--- config.mk ---
export PLATFORM = sky130hd
export DESIGN_NAME = chanEnableCtl
export DESIGN_NICKNAME = d
export VERILOG_FILES = /design/src/rtl/chanEnablePkg.sv /design/src/rtl/chanEnableCtrl.sv /design/src/rtl/txFaultCell.sv /design/src/rtl/chanEnableDp.sv /design/src/rtl/chanEnableCtl.sv
export SDC_FILE = /design/constraint.sdc
export NUM_CORES = 1
export LEC_CHECK = 0
export BUFFER_PORTS_ARGS = -buffer_cell sky130_fd_sc_hd__buf_2
export CAP_MARGIN = 20
export CORE_ASPECT_RATIO = 1.5
export CORE_MARGIN = 10
export CORE_UTILIZATION = 42
export DETAILED_ROUTE_END_ITERATION = 10
export PLACE_DENSITY = 0.8
export SYNTH_ARGS = -nofsm -noshare
export SYNTH_HDL_FRONTEND = slang
export SYNTH_SLANG_ARGS = --single-unit
export TNS_END_PERCENT = 50
--- constraint.sdc ---
create_clock -name clk -period 0.8 [get_ports clk]
set_input_delay 0.04 -clock clk [delete_from_list [all_inputs] [get_ports clk]]
set_output_delay 0.04 -clock clk [all_outputs]
set_load 0.05 [all_outputs]
--- src/rtl/chanEnablePkg.sv ---
package chanEnablePkg;

  localparam int ADDR_W = 2;

  typedef enum logic [ADDR_W-1:0] {
    SEL_TXDIS = 2'd0,
    SEL_SQDIS = 2'd1,
    SEL_RXDIS = 2'd2,
    SEL_NONE  = 2'd3
  } ctlSel_e;

  typedef struct packed {
    logic txDisWr;
    logic sqDisWr;
    logic rxDisWr;
  } ctlStrobes_t;

endpackage

--- src/rtl/chanEnableCtrl.sv ---
module chanEnableCtrl
  import chanEnablePkg::*;
(
  input  logic              wrEn,
  input  logic [ADDR_W-1:0] wrAddr,
  output ctlStrobes_t       strobes
);

  ctlSel_e sel;

  always_comb begin
    sel = ctlSel_e'(wrAddr);
    strobes = '0;
    if (wrEn) begin
      case (sel)
        SEL_TXDIS: strobes.txDisWr = 1'b1;
        SEL_SQDIS: strobes.sqDisWr = 1'b1;
        SEL_RXDIS: strobes.rxDisWr = 1'b1;
        default:   strobes = '0;
      endcase
    end
  end

endmodule

--- src/rtl/txFaultCell.sv ---
module txFaultCell (
  input  logic clk,
  input  logic rstN,
  input  logic disBit,
  input  logic faultIn,
  output logic faultQ
);

  logic disPrev;
  logic disFell;

  assign disFell = disPrev & ~disBit;

  always_ff @(posedge clk or negedge rstN) begin
    if (!rstN) begin
      disPrev <= 1'b0;
      faultQ  <= 1'b0;
    end else begin
      disPrev <= disBit;
      if (faultIn)
        faultQ <= 1'b1;
      else if (disFell)
        faultQ <= 1'b0;
    end
  end

endmodule

--- src/rtl/chanEnableDp.sv ---
module chanEnableDp
  import chanEnablePkg::*;
#(
  parameter int NCH = 4,
  localparam int DW = 2 * NCH
) (
  input  logic           clk,
  input  logic           rstN,
  input  ctlStrobes_t    strobes,
  input  logic [DW-1:0]  wrData,
  input  logic [NCH-1:0] txLos,
  input  logic [NCH-1:0] rxLos,
  input  logic [NCH-1:0] txFault,
  output logic [NCH-1:0] txEn,
  output logic [NCH-1:0] rxEn,
  output logic [NCH-1:0] faultState
);

  logic [NCH-1:0] txDis;
  logic [NCH-1:0] txSqDis;
  logic [NCH-1:0] rxSqDis;
  logic [NCH-1:0] rxDis;

  always_ff @(posedge clk or negedge rstN) begin
    if (!rstN) begin
      txDis   <= '0;
      txSqDis <= '0;
      rxSqDis <= '0;
      rxDis   <= '0;
    end else begin
      if (strobes.txDisWr) txDis <= wrData[NCH-1:0];
      if (strobes.sqDisWr) begin
        txSqDis <= wrData[NCH-1:0];
        rxSqDis <= wrData[DW-1:NCH];
      end
      if (strobes.rxDisWr) rxDis <= wrData[DW-1:NCH];
    end
  end

  for (genvar ch = 0; ch < NCH; ch++) begin : g_lane
    logic txSquelch;
    logic rxSquelch;

    txFaultCell u_fault (
      .clk    (clk),
      .rstN   (rstN),
      .disBit (txDis[ch]),
      .faultIn(txFault[ch]),
      .faultQ (faultState[ch])
    );

    assign txSquelch = txLos[ch] & ~txSqDis[ch];
    assign rxSquelch = rxLos[ch] & ~rxSqDis[ch];
    assign txEn[ch]  = ~txDis[ch] & ~faultState[ch] & ~txSquelch;
    assign rxEn[ch]  = ~rxDis[ch] & ~rxSquelch;
  end

endmodule

--- src/rtl/chanEnableCtl.sv ---
module chanEnableCtl
  import chanEnablePkg::*;
#(
  parameter int NCH = 4,
  localparam int DW = 2 * NCH
) (
  input  logic              clk,
  input  logic              rstN,
  input  logic              wrEn,
  input  logic [ADDR_W-1:0] wrAddr,
  input  logic [DW-1:0]     wrData,
  input  logic [NCH-1:0]    txLos,
  input  logic [NCH-1:0]    rxLos,
  input  logic [NCH-1:0]    txFault,
  output logic [NCH-1:0]    txEn,
  output logic [NCH-1:0]    rxEn,
  output logic [NCH-1:0]    faultState
);

  ctlStrobes_t strobes;

  chanEnableCtrl u_ctrl (
    .wrEn   (wrEn),
    .wrAddr (wrAddr),
    .strobes(strobes)
  );

  chanEnableDp #(.NCH(NCH)) u_dp (
    .clk       (clk),
    .rstN      (rstN),
    .strobes   (strobes),
    .wrData    (wrData),
    .txLos     (txLos),
    .rxLos     (rxLos),
    .txFault   (txFault),
    .txEn      (txEn),
    .rxEn      (rxEn),
    .faultState(faultState)
  );

endmodule

==> impl_results.md <==
- GRT met2 Usage: 17.46%
- Standby leakage power: 0.7158 nW
- Syn Inst Count: 71
- Nets: 151
- Vias in the first global route: 863
- Final setup vio count: 20
- Post-route worst setup slack: -0.3776 ns
- Worst Skew: 0.003184 ns
- Area grow syn2layout: 54.22%
- DR DRC count: 0
- Initial Utilization: 43.91%
- Max rail drop VDD: 1.370 mV
- CTS Buffer Depth: 2
- Run status: finished with violations
- Critical path arrival: 1.14 ns
- RePlAce Congestion: 0.6639
- First-pass GRT wire length: 3.857 mm
- Gr usage total: 10.02%
- #FFs+latches synth: 24
- Final Power: 0.003305 W
- Postcts setup bufs: 0
- Worst r2r src: u_dp.txDis[1]
- Die width: 59.69 um
- Post-synthesis xor/xnor area fraction: 0%
- Final period util: 147.2%
- Critical Path Start: u_dp.g_lane[0].u_fault.faultQ
- Cell Pwr Density: 2160 nW/um2
- CP Launch Type: flip-flop
- R2r endpoint: u_dp.g_lane[1].u_fault.faultQ
- CTS root buf: clkbuf_4
- H-tree depth: 1
- Failing checks: negative setup slack
- CP required: 0.76 ns
- Layout cells sized above 1: 66.13%
- Antenna violations before repair: 0
- Clock Latency Late Sink: 0.30 ns
- Final Hold Viols: 0
- Port Buffers: 36
- Slew Viols, Final: 0
- Max Fclk: 0.8492 GHz
- Internal reg-to-reg setup slack: -0.05 ns
- Final WL: 2.191 mm
- Mapped Area: 992.2 um2
- Main combinational cell family by area after synthesis: multiplexers
- DP Cell Count: 131
- Std cell rows: 21
- Final min period: 1.178 ns
- RSZ-0062 raised after global routing: yes
- Vias: 737
- TritonCTS clock tree: done
- Fin cells: 147
- Max-Cap Viols: 0
- GR met3 Demand/Resource: 3.025%
- DRT iter0 DRCs: 13
- Post-synthesis mux area share: 18.16%
- CTS Buf Count: 3
- Final Util: 67.72%
- Clock transition at path regs: 0.12 ns
- Post-synthesis simple-gate area fraction: 7.188%
- 1st-pass router iterations: 4
- Worst Tran Pin Value: 0.5169 ns
- Met1 usage: 10.67%
- Io pins: 37
- DIE AREA: 4747 um2
- Syn avg cell area: 13.97 um2
- Pin count of the biggest net entering global routing: 25
- Setup crit end: txEn[0]
- Syn nets: 96
- Worst r2r path cells: 2
- Core Area: 2260 um2
- Routed WL per cell: 14.90 um
- Sink Count: 24
- Top Usage Layer GRT: met2
- Compound-gate portion of the synthesized area: 8.071%
- Placed Area: 1274 um2
- Grt total ovfl: 0
- Number of routed nets with antenna violations: 0
- DP Wirelength: 1.654 mm
- Slew headroom: 65.54%
- Distinct cells, synth: 11
- Die Height: 79.53 um
- Crit end category: output port
- Path type of the worst min-delay path: in2reg
- Critical Path Fanout Max: 2
- Crit Path Category: reg2out
- Warnings from Yosys: 0
- Vias per inst: 5.014
- Cell area after layout: 1530 um2
- Adder-Cell Fraction of Synth Area: 0%
- Setup_tns: -3.848 ns
- Antenna Diode Count: 0
- Seq/Total Area, Yosys: 60.53%
-- cell usage after synthesis --
cell type	count	area share, %
a21oi_1	4	2.0
buf_4	4	3.0
a21o_1	4	3.0
nand3b_1	1	0.76
mux2_2	16	18
dfrtp_1	24	61
nand2b_1	4	2.5
nand3b_4	1	2.0
a211oi_1	4	3.0
inv_1	8	3.0
nor3b_4	1	1.9
-- flip-flops by register name, indices dropped and copies added (netlist names) --
| name | flops |
|---|---|
| u_dp.g_lane.u_fault.faultQ | 4 |
| u_dp.txSqDis | 4 |
| u_dp.rxSqDis | 4 |
| u_dp.g_lane.u_fault.disPrev | 4 |
| u_dp.rxDis | 4 |
| u_dp.txDis | 4 |
-- through the flow --
step                      setup WS [ns]  hold WS, ns
final                           -0.3776       0.1777
after global routing            -0.4405       0.1684
after CTS                       -0.3882       0.1698
after detailed placement        -0.1543      0.04882
after global placement          -0.1196      0.03381
after floorplan                 -0.1648      -0.2556
-- power breakdown --
part,leakage [nW],switching (W),internal (W)
sequential,0.274,0.000195,0.00144
clock,0.0138,0.000333,0.000175
combinational,0.428,0.000598,0.000566
total,0.716,0.00113,0.00218
-- worst min-delay path by stage --
stage,end,depth (start not counted),startpoint,slack [ns]
floorplan,u_dp.g_lane[0].u_fault.disPrev,0,rstN,-0.26
global placement,u_dp.g_lane[3].u_fault.faultQ,1,rstN,0.03
detailed placement,u_dp.g_lane[3].u_fault.faultQ,1,rstN,0.05
CTS,u_dp.txDis[2],3,wrAddr[1],0.17
global route,u_dp.txDis[3],3,wrAddr[1],0.17
finish,u_dp.txDis[3],3,wrAddr[1],0.18
-- final cells by class --
type,instances,area [um2]
fill,173,729.5
clock buffer,3,22.52
inverter,8,30.03
multi-input combinational,35,422.9
tap,23,28.78
sequential,24,603.1
timing repair buffer,54,422.9
-- cell usage in the layout (no fill, tap or decap), drive strengths merged --
master       synthesis  routed
nand2b               4       4
mux2                16      16
a21oi                4       4
dfrtp               24      24
buf                  4      41
nor3b                1       1
inv                  8       8
nand3b               2       2
clkbuf               0       3
a211oi               4       4
dlygate4sd3          0      13
a21o                 4       4
-- logic make-up after synthesis --
kind of cell / count (synthesis)
compound gates: 12
buf+inv: 12
flops: 24
mux: 16
simple gates: 7
-- critical path: stages, from the launching register on --
cell and delay, ns:
dfrtp_1 0.43, a211oi_4 0.22, buf_6 0.19
-- what timing repair did --
action | CTS | global route
endpoints found under the setup margin | 20 | 21
hold endpoints to repair | 44 | 0
hold buffers | 13 | 0
pin swaps | 7 | 1
resized for setup | 27 | 10
-- routing by layer --
metal	wire length, um	vias up
li1	-	342
met1	754	371
met2	1240	22
met3	176	2
met4	19	0
met5	0	-
Note: power is estimated with default switching activity, not from simulation.
